==> config.mk <==
export PLATFORM = sky130hd
export DESIGN_NAME = serial_phase_seq
export DESIGN_NICKNAME = d
export VERILOG_FILES = /design/src/rtl/seq_pkg.sv /design/src/rtl/seq_bit_timer.sv /design/src/rtl/seq_ext_ctl.sv /design/src/rtl/seq_op_latch.sv /design/src/rtl/serial_phase_seq.sv
export SDC_FILE = /design/constraint.sdc
export NUM_CORES = 1
export LEC_CHECK = 0
export ABC_AREA = 0
export CORE_UTILIZATION = 30
export CTS_CLUSTER_DIAMETER = 200
export DETAILED_ROUTE_END_ITERATION = 7
export GPL_TIMING_DRIVEN = 0
export MAX_ROUTING_LAYER = met4
export SYNTH_ARGS = -nofsm -noshare
export SYNTH_HDL_FRONTEND = slang
export SYNTH_SLANG_ARGS = --single-unit
==> constraint.sdc <==
create_clock -name clk -period 1.54 [get_ports clk]
set_input_delay 0.462 -clock clk [delete_from_list [all_inputs] [get_ports clk]]
set_output_delay 0.462 -clock clk [all_outputs]
set_load 0.005 [all_outputs]
==> src/rtl/seq_pkg.sv <==
package seq_pkg;
  localparam int OPC_W     = 4;
  localparam int SEL_W     = 2;
  localparam int NUM_IDS   = 18;
  localparam int ID_W      = $clog2(NUM_IDS);
  localparam int SHARED_OP = (1 << OPC_W) - 1;

  // Expand opcode plus selector into an instruction identifier.
  function automatic logic [ID_W-1:0] decode_op(input logic [OPC_W-1:0] op,
                                                input logic [SEL_W-1:0] sel);
    logic [ID_W-1:0] id;
    if (op != OPC_W'(SHARED_OP)) begin
      id = ID_W'(op);
    end else if (sel >= SEL_W'(2)) begin
      id = ID_W'(SHARED_OP + 2);
    end else begin
      id = ID_W'(SHARED_OP) + ID_W'(sel);
    end
    return id;
  endfunction
endpackage

==> src/rtl/seq_bit_timer.sv <==
module seq_bit_timer #(
  parameter int SUB_N = 4,
  parameter int BIT_N = 14,
  parameter int PH_N  = 3
) (
  input  logic                     clk,
  input  logic                     rst_n,
  output logic [$clog2(SUB_N)-1:0] sub_o,
  output logic [$clog2(BIT_N)-1:0] bit_o,
  output logic [$clog2(PH_N)-1:0]  ph_o,
  output logic                     bit_tick_o,
  output logic                     phase_start_o,
  output logic                     phase_end_o,
  output logic                     pass_end_o
);
  localparam int SUB_W = $clog2(SUB_N);
  localparam int BIT_W = $clog2(BIT_N);
  localparam int PH_W  = $clog2(PH_N);
  localparam logic [SUB_W-1:0] SUB_LAST = SUB_W'(SUB_N - 1);
  localparam logic [BIT_W-1:0] BIT_LAST = BIT_W'(BIT_N - 1);
  localparam logic [PH_W-1:0]  PH_LAST  = PH_W'(PH_N - 1);

  assign bit_tick_o    = (sub_o == SUB_LAST);
  assign phase_end_o   = bit_tick_o && (bit_o == BIT_LAST);
  assign pass_end_o    = phase_end_o && (ph_o == PH_LAST);
  assign phase_start_o = (sub_o == '0) && (bit_o == '0);

  always_ff @(posedge clk or negedge rst_n) begin
    if (!rst_n) begin
      sub_o <= '0;
      bit_o <= '0;
      ph_o  <= '0;
    end else begin
      sub_o <= bit_tick_o ? '0 : sub_o + 1'b1;
      if (bit_tick_o) begin
        bit_o <= phase_end_o ? '0 : bit_o + 1'b1;
      end
      if (phase_end_o) begin
        ph_o <= pass_end_o ? '0 : ph_o + 1'b1;
      end
    end
  end
endmodule

==> src/rtl/seq_ext_ctl.sv <==
module seq_ext_ctl #(
  parameter int EXT_W = 4
) (
  input  logic             clk,
  input  logic             rst_n,
  input  logic             pass_end_i,
  input  logic             extend_i,
  input  logic [EXT_W-1:0] count_i,
  output logic             active_o
);
  logic [EXT_W-1:0] left_q;

  always_ff @(posedge clk or negedge rst_n) begin
    if (!rst_n) begin
      active_o <= 1'b0;
      left_q   <= '0;
    end else if (pass_end_i) begin
      if (!active_o) begin
        if (extend_i && (count_i != '0)) begin
          active_o <= 1'b1;
          left_q   <= count_i;
        end
      end else if (left_q == EXT_W'(1)) begin
        active_o <= 1'b0;
        left_q   <= '0;
      end else begin
        left_q <= left_q - 1'b1;
      end
    end
  end
endmodule

==> src/rtl/seq_op_latch.sv <==
module seq_op_latch
  import seq_pkg::*;
(
  input  logic             clk,
  input  logic             rst_n,
  input  logic             load_i,
  input  logic [OPC_W-1:0] opcode_i,
  input  logic [SEL_W-1:0] sel_i,
  output logic [ID_W-1:0]  id_o
);
  logic [ID_W-1:0] id_next;

  assign id_next = decode_op(opcode_i, sel_i);

  always_ff @(posedge clk or negedge rst_n) begin
    if (!rst_n) begin
      id_o <= '0;
    end else if (load_i) begin
      id_o <= id_next;
    end
  end
endmodule

==> src/rtl/serial_phase_seq.sv <==
module serial_phase_seq
  import seq_pkg::*;
#(
  parameter int SUB_N = 4,
  parameter int BIT_N = 14,
  parameter int PH_N  = 3,
  parameter int EXT_W = 4
) (
  input  logic                     clk,
  input  logic                     rst_n,
  input  logic [OPC_W-1:0]         opcode_i,
  input  logic [SEL_W-1:0]         addr_sel_i,
  input  logic                     extend_i,
  input  logic [EXT_W-1:0]         ext_count_i,
  output logic [$clog2(SUB_N)-1:0] sub_cnt_o,
  output logic [$clog2(BIT_N)-1:0] bit_idx_o,
  output logic [$clog2(PH_N)-1:0]  phase_o,
  output logic                     phase_start_o,
  output logic                     phase_end_o,
  output logic [PH_N-1:0]          access_stb_o,
  output logic [ID_W-1:0]          instr_id_o,
  output logic                     ext_active_o
);
  localparam int PH_W = $clog2(PH_N);

  // Internal events, named for the checker
  logic bit_tick;
  logic pass_end;
  logic id_load;

  seq_bit_timer #(.SUB_N(SUB_N), .BIT_N(BIT_N), .PH_N(PH_N)) u_timer (
    .clk           (clk),
    .rst_n         (rst_n),
    .sub_o         (sub_cnt_o),
    .bit_o         (bit_idx_o),
    .ph_o          (phase_o),
    .bit_tick_o    (bit_tick),
    .phase_start_o (phase_start_o),
    .phase_end_o   (phase_end_o),
    .pass_end_o    (pass_end)
  );

  seq_ext_ctl #(.EXT_W(EXT_W)) u_ext (
    .clk        (clk),
    .rst_n      (rst_n),
    .pass_end_i (pass_end),
    .extend_i   (extend_i),
    .count_i    (ext_count_i),
    .active_o   (ext_active_o)
  );

  assign id_load = phase_end_o && (phase_o == '0) && !ext_active_o;

  seq_op_latch u_dec (
    .clk      (clk),
    .rst_n    (rst_n),
    .load_i   (id_load),
    .opcode_i (opcode_i),
    .sel_i    (addr_sel_i),
    .id_o     (instr_id_o)
  );

  // One access strobe per phase, only in normal passes
  for (genvar p = 0; p < PH_N; p++) begin : g_acc
    assign access_stb_o[p] = phase_start_o && !ext_active_o && (phase_o == PH_W'(p));
  end
endmodule

* Word level (Yosys, flattened, before mapping)
Cells that the tools add are included.
** Storage, ports and cells
- Register bits after elaboration :: 18
- Output and inout bits :: 19
- Bits of input ports :: 13
- Word-level logic and storage cells :: 46
** Operators by class
- Multiplexer cells :: 11
- Add/sub/neg operators :: 5
- $lt $le $gt $ge :: 1
- Reduce and logical (&&, ||, !) cells :: 17
- Equality and inequality tests :: 6
** Operators with widths (number)
- 4-bit two-way mux :: 4
- 1-bit logical AND :: 10
- 5-bit two-way mux :: 2
- 4-bit by 2-bit adder with 5-bit output (first input constant) :: 1
- 2-bit by 1-bit adder with 2-bit output (second input constant) :: 2
- 4-bit by 1-bit adder with 4-bit output (second input constant) :: 1
- 2-bit equality test (second input constant) :: 2
- 4-bit by 1-bit equality test with 1-bit output (second input constant) :: 1
- 4-bit equality test (second input constant) :: 1
- 2-bit zero test :: 2
- 4-bit zero test :: 1
- 2-bit two-way mux :: 2
- 4-bit != test (second input constant) :: 1
- 4-bit nonzero test :: 1
- 4-bit by 1-bit subtractor with 4-bit output (second input constant) :: 1
- 1-bit two-way mux :: 3
- 2-bit by 1-bit equality test with 1-bit output (second input constant) :: 1
- 2-bit greater-or-equal comparator (second input constant) :: 1
- 2-bit AND reduction :: 1
- 2-bit nonzero test :: 1
- 1-bit zero test :: 1

* Logic depth before layout (Yosys ltp)
Gate-level depths: netlist (run 1).
- Depth after elaboration :: 4
- Depth in mapped cells :: 6
- Gate-level depth less buffers :: 5

* Hierarchy
From an unflattened synthesis (run 1), not the netlist that was laid out.
** Second synthesis, totals
- Cell total of the unflattened synthesis :: 99
- Area, all modules :: 1066.0 µm²
** By module, submodules not included
- seq_bit_timer :: cells each 40, area an instance 417.9 µm², instances 1, seq. area each 200.2 µm²
- seq_ext_ctl :: cells each 35, area an instance 354.1 µm², instances 1, seq. area each 125.1 µm²
- seq_op_latch :: cells each 20, area an instance 251.5 µm², instances 1, seq. area each 125.1 µm²
- serial_phase_seq :: cells each 4, area an instance 42.5 µm², instances 1, seq. area each 0.0 µm²

* Worst setup path before layout (run 1)
Ideal clock, no wire load.
- Path kind :: register to output
- From :: register u_timer.sub_o[0]
- To :: output phase_end_o
- Cell stages (with the launch flop) :: 6
- Setup slack :: -0.132 ns
- Required time :: 1.078 ns
- Data arrival time :: 1.210 ns
- Buffers on the path :: 2
- Path through :: dfrtp_1 > ha_1 > buf_4 > nand4_4 > clkbuf_1 > inv_1
** On the way
- Cells in the longest elaborated chain, start to end :: 2
** Ends and longest elaborated chain
- from (decl) :: line seq_bit_timer.sv:8 : output logic [$clog2(SUB_N)-1:0] sub_o,
- from (signal assigned) :: line seq_bit_timer.sv:34 : sub_o <= bit_tick_o ? '0 : sub_o + 1'b1;
- 2-bit equality test :: line seq_bit_timer.sv:23 : assign bit_tick_o = (sub_o == SUB_LAST);
- 1-bit logical AND :: line seq_bit_timer.sv:24 : assign phase_end_o = bit_tick_o && (bit_o == BIT_LAST);
- to (decl) :: line serial_phase_seq.sv:19 : output logic phase_end_o,
No other way between the ends.

* Worst setup path in the final report (run 1)
- From :: register u_timer.bit_o[1]
- To :: output phase_start_o
** On the way
- Cells in the longest elaborated chain, start to end :: 2
** Ends and longest elaborated chain
- from (decl) :: line seq_bit_timer.sv:9 : output logic [$clog2(BIT_N)-1:0] bit_o,
- from (signal assigned) :: line seq_bit_timer.sv:36 : bit_o <= phase_end_o ? '0 : bit_o + 1'b1;
- 4-bit zero test :: line seq_bit_timer.sv:26 : assign phase_start_o = (sub_o == '0) && (bit_o == '0);
- 1-bit logical AND :: line seq_bit_timer.sv:26
- to (decl) :: line serial_phase_seq.sv:18 : output logic phase_start_o,
No other way between the ends.

==> results of run 1 <==
-- kinds of logic after synthesis --
| group | Yosys count | share of synthesized area, % |
|---|---|---|
| compound gates | 28 | 17.9 |
| xor+xnor | 1 | 0.852 |
| fa+ha+maj | 7 | 8.52 |
| buf+inv | 15 | 5.84 |
| flops | 18 | 43.8 |
| mux | 6 | 6.93 |
| simple gates | 27 | 16.2 |
-- synth_stat cells --
cell type / n
a2111oi_0: 1
a211o_1: 1
a21oi_1: 1
a221oi_1: 1
a32oi_1: 2
buf_4: 1
clkbuf_1: 2
dfrtp_1: 18
ha_1: 7
inv_1: 12
mux2_2: 1
mux2_4: 2
mux2i_1: 3
nand2_1: 6
nand2b_1: 3
nand3_1: 3
nand4_4: 1
nand4bb_1: 1
nor2_1: 4
nor2b_1: 2
nor3_1: 2
nor3b_1: 1
nor4_1: 1
nor4b_1: 1
o21ai_0: 14
o22ai_1: 1
o311a_1: 1
o31a_1: 1
o31ai_1: 3
o41ai_1: 2
or2_1: 1
or3_4: 1
xor2_1: 1
-- state kept, by name, indices dropped and copies added (netlist names) --
name and cells:
u_dec.id_o 5, u_ext.active_o 1, u_ext.left_q 4, u_timer.bit_o 4, u_timer.ph_o 2, u_timer.sub_o 2
-- worst paths after layout --
path	to	cells after the start	slack (ns)	from
worst max register to register	u_dec.id_o[0]	7	-0.27	u_timer.bit_o[0]
max in group asynchronous	u_timer.bit_o[2]	1	0.35	rst_n
min in group asynchronous	u_timer.bit_o[0]	1	0.63	rst_n
worst max-delay path	phase_start_o	8	-0.55	u_timer.bit_o[1]
worst min register to register	u_dec.id_o[4]	1	0.52	u_dec.id_o[4]
worst min-delay path	u_dec.id_o[4]	1	0.52	u_dec.id_o[4]
-- power groups by stage --
| stage | clock network, uW | registers [uW] | logic (uW) |
|---|---|---|---|
| floorplan | 0 | 485 | 14.8 |
| global placement | 0 | 485 | 64.2 |
| detailed placement | 0 | 485 | 65.8 |
| CTS | 305 | 476 | 68.2 |
| global route | 318 | 476 | 73.8 |
| finish | 291 | 476 | 67.2 |
-- cell type report --
type / count / area share (%)
plain buffers: 3 / 1.78
clock buffers: 4 / 2.15
inverters: 12 / 2.67
multi-input cells: 69 / 36.4
flip-flops and latches: 18 / 27.0
well taps: 44 / 3.27
repair buffers: 49 / 26.7
-- worst reg2reg max path: stages, from the launching register on --
cell and delay [ns]:
dfrtp_1 0.40, buf_6 0.11, buf_6 0.10, ha_4 0.14, nand4_4 0.12, buf_6 0.15
or3_4 0.37, mux2_4 0.31
-- per-layer routing --
layer  routed length, um  vias up  track usage (%)
met5                   0        -                -
met4                  22        0             4.22
met3                  96        2             3.84
met2                1240       23             24.0
met1                1160      450             17.9
li1                    -      474                -
-- timing repair --
action | 4_1_cts | 5_1_grt
buffers inserted | 18 | 2
pin swaps | 9 | 5
gates resized for setup | 63 | 21
endpoints found under the setup margin | 29 | 20
-- metrics by stage --
step	setup slack, ns	area (um^2)	total power [uW]	util, %
after CTS	-0.584	1630	849	51.6
after detailed placement	-0.577	1410	551	44.6
final	-0.554	1690	834	53.5
after global routing	-0.646	1690	868	53.5
after floorplan	-0.0256	1040	500	-
after global placement	-0.545	1410	549	44.6
-- layout by cell type, fill, tap and decap left out, types with 2 or more instances in the layout --
cell type	n
buf_6	13
inv_2	4
a32oi_1	2
o21ai_1	2
mux2_4	2
dfrtp_1	14
nor2_1	3
inv_1	8
clkdlybuf4s50_1	10
o21ai_0	11
nor2b_1	2
o31ai_1	2
ha_2	2
dfrtp_2	4
ha_1	4
buf_2	3
dlygate4sd2_1	10
clkdlybuf4s15_1	3
clkbuf_4	3
mux2i_1	3
buf_4	11
nand3_1	3
nand2b_1	3
nand2_1	6
==> results.sh, run 1 <==
export IMPL_ios=32
export IMPL_antenna_found_initial=0
export IMPL_grt_pass1_wl_mm=3.86
export IMPL_worstPathArrival_ns=1.63
export IMPL_synth_cell_types=33
export IMPL_io_buffer_count=31
export IMPL_rsz0062_at_grt="yes"
export IMPL_netlist_area_leader_share_pct=43.8
export IMPL_combinationalPowerShare_pct=8.1
export IMPL_num_rows=20
export IMPL_critPathMaxFanout=4
export IMPL_start_kind="flop"
export IMPL_fmax_ghz=0.478
export IMPL_start_util_pct=32.6
export IMPL_seqCellArea_um2=455
export IMPL_crit_required_ns=1.08
export IMPL_fin_skew_ns=0.00340
export IMPL_power_frac_seq_pct=57.0
export IMPL_cts_root_buf="clkbuf_4"
export IMPL_synth_area_per_cell_um2=10.1
export IMPL_max_slew_worst_pin_slew_ns=0.818
export IMPL_final_cells=199
export IMPL_synthesis_area_um2=1030
export IMPL_max_cap_viol_count=0
export IMPL_syn_inst=102
export IMPL_slew_headroom_pct=45.3
export IMPL_die_h_um=60.6
export IMPL_first_iter_violations=20
export IMPL_yosysSeqAreaShare_pct=43.8
export IMPL_vias=949
export IMPL_worst_slack_ns=-0.554
export IMPL_finalMaxSlewViolations=0
export IMPL_synth_seq_cells=18
export IMPL_die_area_um2=3670
export IMPL_gp_congestion=0.806
export IMPL_clk_latency_ns=0.29
export IMPL_slowest_delay_ns=0.41
export IMPL_failed_checks="setup timing"
export IMPL_status="finished with violations"
export IMPL_hold_slack_ns=0.521
export IMPL_hp_class="flop to flop"
export IMPL_powerDensity_nw_per_um2=495
export IMPL_cts_buffers_inserted=3
export IMPL_diodes=0
export IMPL_path_buf_inv=6
export IMPL_grt_pass1_vias=901
export IMPL_fin_nets=176
export IMPL_placed_cells_incl_taps=177
export IMPL_drc=0
export IMPL_clkSinkCount=18
export IMPL_tns_ns=-3.60
export IMPL_gr_total_overflow=0
export IMPL_multi_input_area_um2=613
export IMPL_die_w_um=60.6
export IMPL_syn2layout_area_growth_pct=63.9
export IMPL_cpMaxStageDelayCell="dfrtp_1"
export IMPL_clk_path_buf_depth=2
export IMPL_holdBufCountCts=0
export IMPL_post_route_min_period_ns=2.09
export IMPL_num_fill_cells=310
export IMPL_min_period_over_period_pct=136
export IMPL_synthTopCellsByArea="dfrtp_1 44%, ha_1 8.5%, o21ai_0 6.8%"
export IMPL_drive_gt1_share_pct=37.4
export IMPL_grt_usage_pct=14.7
export IMPL_p_int_uw=655
export IMPL_ir_drop_mv=0.389
export IMPL_finalSetupViolCount=18
export IMPL_cts_tree="yes"
export IMPL_firstDrtPassIters=4
export IMPL_synth_top_area_cell="dfrtp_1"
export IMPL_via_per_inst=4.77
export IMPL_p_switching_uw=178
export IMPL_clkTransAtPathRegs_ns=0.10
export IMPL_yosys_warnings=0
export IMPL_critPathTopFamily="buffers and inverters"
export IMPL_worst_setup_path_end_kind="output port"
export IMPL_path_cells="inv_2 > ha_1 > nand4bb_1 > buf_4 > buf_4 > buf_6 > inv_2 > buf_6"
export IMPL_dpl_hpwl_mm=1.75
export IMPL_p_leak_uw=0.000736
export IMPL_syn_nets=122
export IMPL_cts_htree_levels=1
export IMPL_critPathKind="flop to output port"
export IMPL_hold_viol=0
export IMPL_clkPwrFrac_pct=34.9
export IMPL_core_area_um2=3150
export IMPL_post_drt_wl_per_cell_um=12.7
export IMPL_ant_nets=0
export IMPL_switching_share_pct=21.4
export IMPL_finalWirelength_mm=2.52
export IMPL_grt_max_degree=19
Power figures use the tool's default switching activity.
==> run 2: changes to the inputs <==
SKIP_CTS_REPAIR_TIMING = 1   (was default)
==> run 2 against run 1 <==
The run still ends with setup timing left. Worst hold slack got worse by 0.00082 ns. Non-clock buffer count increased by 3. Cell area increased by 4.9%. Sequential share of layout area decreased by 1.2 points. Via count increased by 1.4%. Clock power about the same. Register-to-register slack about the same. Critical path type unchanged. Critical endpoint is now access_stb_o[2].
==> results.sh, run 2 (synthesis gave the netlist of run 1 again) <==
export IMPL_grt_pass1_wl_mm=3.47
export IMPL_status="finished with violations"
export IMPL_hp_class="flop to flop"
export IMPL_clkSinkCount=18
export IMPL_min_period_over_period_pct=132
export IMPL_diodes=0
export IMPL_die_h_um=60.6
export IMPL_drive_gt1_share_pct=37.3
export IMPL_power_uw=840
export IMPL_die_area_um2=3670
export IMPL_p_leak_uw=0.000897
export IMPL_antenna_found_initial=0
export IMPL_hold_viol=0
export IMPL_finalSetupViolCount=16
export IMPL_post_route_min_period_ns=2.04
export IMPL_cpMaxStageDelayCell="dfrtp_2"
export IMPL_multi_input_area_um2=644
export IMPL_failed_checks="setup timing"
export IMPL_holdPathStages=2
export IMPL_max_cap_viol_count=0
export IMPL_worst_slack_ns=-0.496
export IMPL_gp_congestion=0.806
export IMPL_core_area_um2=3150
export IMPL_post_drt_wl_per_cell_um=13.0
export IMPL_rsz0062_at_grt="yes"
export IMPL_num_fill_cells=285
export IMPL_path_buf_inv=2
export IMPL_syn2layout_area_growth_pct=71.9
export IMPL_clk_path_buf_depth=2
export IMPL_num_rows=20
export IMPL_biggestRegsByFlops="u_dec.id_o: 5 flops, u_ext.left_q: 4 flops, u_timer.bit_o: 4 flops"
export IMPL_cts_tree="yes"
export IMPL_slew_headroom_pct=46.0
export IMPL_die_w_um=60.6
export IMPL_finalMaxSlewViolations=0
export IMPL_worstPathArrival_ns=1.57
export IMPL_ir_drop_mv=0.368
export IMPL_largest_reg_flops=5
export IMPL_dpl_hpwl_mm=1.75
export IMPL_finalWirelength_mm=2.62
export IMPL_worst_setup_path_end_kind="output port"
export IMPL_tns_ns=-3.73
export IMPL_drc=0
export IMPL_post_place_ws_ns=-0.577
export IMPL_max_slew_worst_pin_slew_ns=0.807
export IMPL_path_cells="inv_2 > ha_2 > nand4bb_4 > nor4b_4 > buf_2"
export IMPL_via_per_inst=4.76
export IMPL_slowest_delay_ns=0.43
export IMPL_start_kind="flop"
export IMPL_ios=32
export IMPL_grt_usage_pct=13.2
export IMPL_cts_buffers_inserted=3
export IMPL_firstDrtPassIters=4
export IMPL_top_register="u_dec.id_o"
export IMPL_fin_skew_ns=0.00660
export IMPL_rr_worst_depth=7
export IMPL_fmax_ghz=0.491
export IMPL_path_depth=5
export IMPL_fin_nets=179
export IMPL_start_util_pct=32.6
export IMPL_clk_latency_ns=0.30
export IMPL_ant_nets=0
export IMPL_powerDensity_nw_per_um2=475
export IMPL_critPathMaxFanout=4
export IMPL_grt_max_degree=19
export IMPL_mostFrequentLayoutCells="17 x buf_4, 15 x dlymetal6s2s_1, 13 x dfrtp_1"
export IMPL_io_buffer_count=31
export IMPL_final_common_cell="buf_4"
export IMPL_gr_total_overflow=0
export IMPL_cts_root_buf="clkbuf_4"
export IMPL_grt_pass1_vias=790
export IMPL_hold_slack_ns=0.521
export IMPL_cts_htree_levels=1
export IMPL_critPathKind="flop to output port"
export IMPL_first_iter_violations=26
export IMPL_critPathTopFamily="simple AND/OR/NAND/NOR gates"
export IMPL_clkTransAtPathRegs_ns=0.11
export IMPL_seqCellArea_um2=457
export IMPL_crit_required_ns=1.08
export IMPL_vias=962
[run 2: changes by cell type in the layout (fill, tap and decap cells not counted), moves of 2 or more]
cell             before  now
buf_6                13    6
inv_2                 4    2
clkdlybuf4s15_1       3    0
clkdlybuf4s50_1      10   12
dlygate4sd2_1        10    0
buf_4                11   17
dlymetal6s2s_1        0   15
clkbuf_2              0    3
[run 2: power by group]
part           internal (uW)  switching (uW)
clock                    144             149
combinational           40.3            30.2
sequential               474            1.41
[run 2: metal layers]
layer	routed length, um	global-route usage, %	part of all wire [%]	vias to the layer above
met5	0	-	0	-
met3	83	4.05	3.2	2
met4	22	4.22	0.84	0
li1	-	-	-	483
met1	1200	16.1	46	458
met2	1310	20.9	50	19
[run 2: metrics by stage]
stage / utilization [%] / std cells / area, um^2
after floorplan: - / 102 / 1040
after global placement: 44.6 / 177 / 1410
after detailed placement: 44.6 / 177 / 1410
after CTS: 45.8 / 181 / 1440
after global routing: 56.1 / 202 / 1770
final: 56.1 / 202 / 1770
[run 2: worst paths after layout]
kind / from / endpoint / slack (ns)
setup / recovery: u_timer.bit_o[0] / access_stb_o[2] / -0.50
min in group asynchronous: rst_n / u_timer.bit_o[1] / 0.62
hold / removal: u_dec.id_o[2] / u_dec.id_o[2] / 0.52
hold reg to reg: u_dec.id_o[2] / u_dec.id_o[2] / 0.52
max in group asynchronous: rst_n / u_timer.bit_o[2] / 0.36
setup reg to reg: u_timer.bit_o[1] / u_dec.id_o[0] / -0.27
[run 2: worst register-to-register path, stage by stage (launching register included)]
cell,delay [ns]
dfrtp_1,0.42
inv_2,0.08
buf_4,0.12
ha_4,0.14
nand4_4,0.12
buf_6,0.13
or3_4,0.37
mux2_4,0.31
[run 2: cell type report]
cell class | instances | area share [%]
Tap cell | 44 | 3.11
Clock buffer | 4 | 2.05
Multi-Input combinational cell | 69 | 36.4
Inverter | 12 | 2.69
Buffer | 3 | 1.56
Sequential cell | 18 | 25.8
Timing Repair Buffer | 52 | 28.3
==> run 3: changes to the inputs <==
SLEW_MARGIN = 10   (was default)
==> results of run 3 <==
The final DEF is identical to that of run 2; final timing and power are the same.
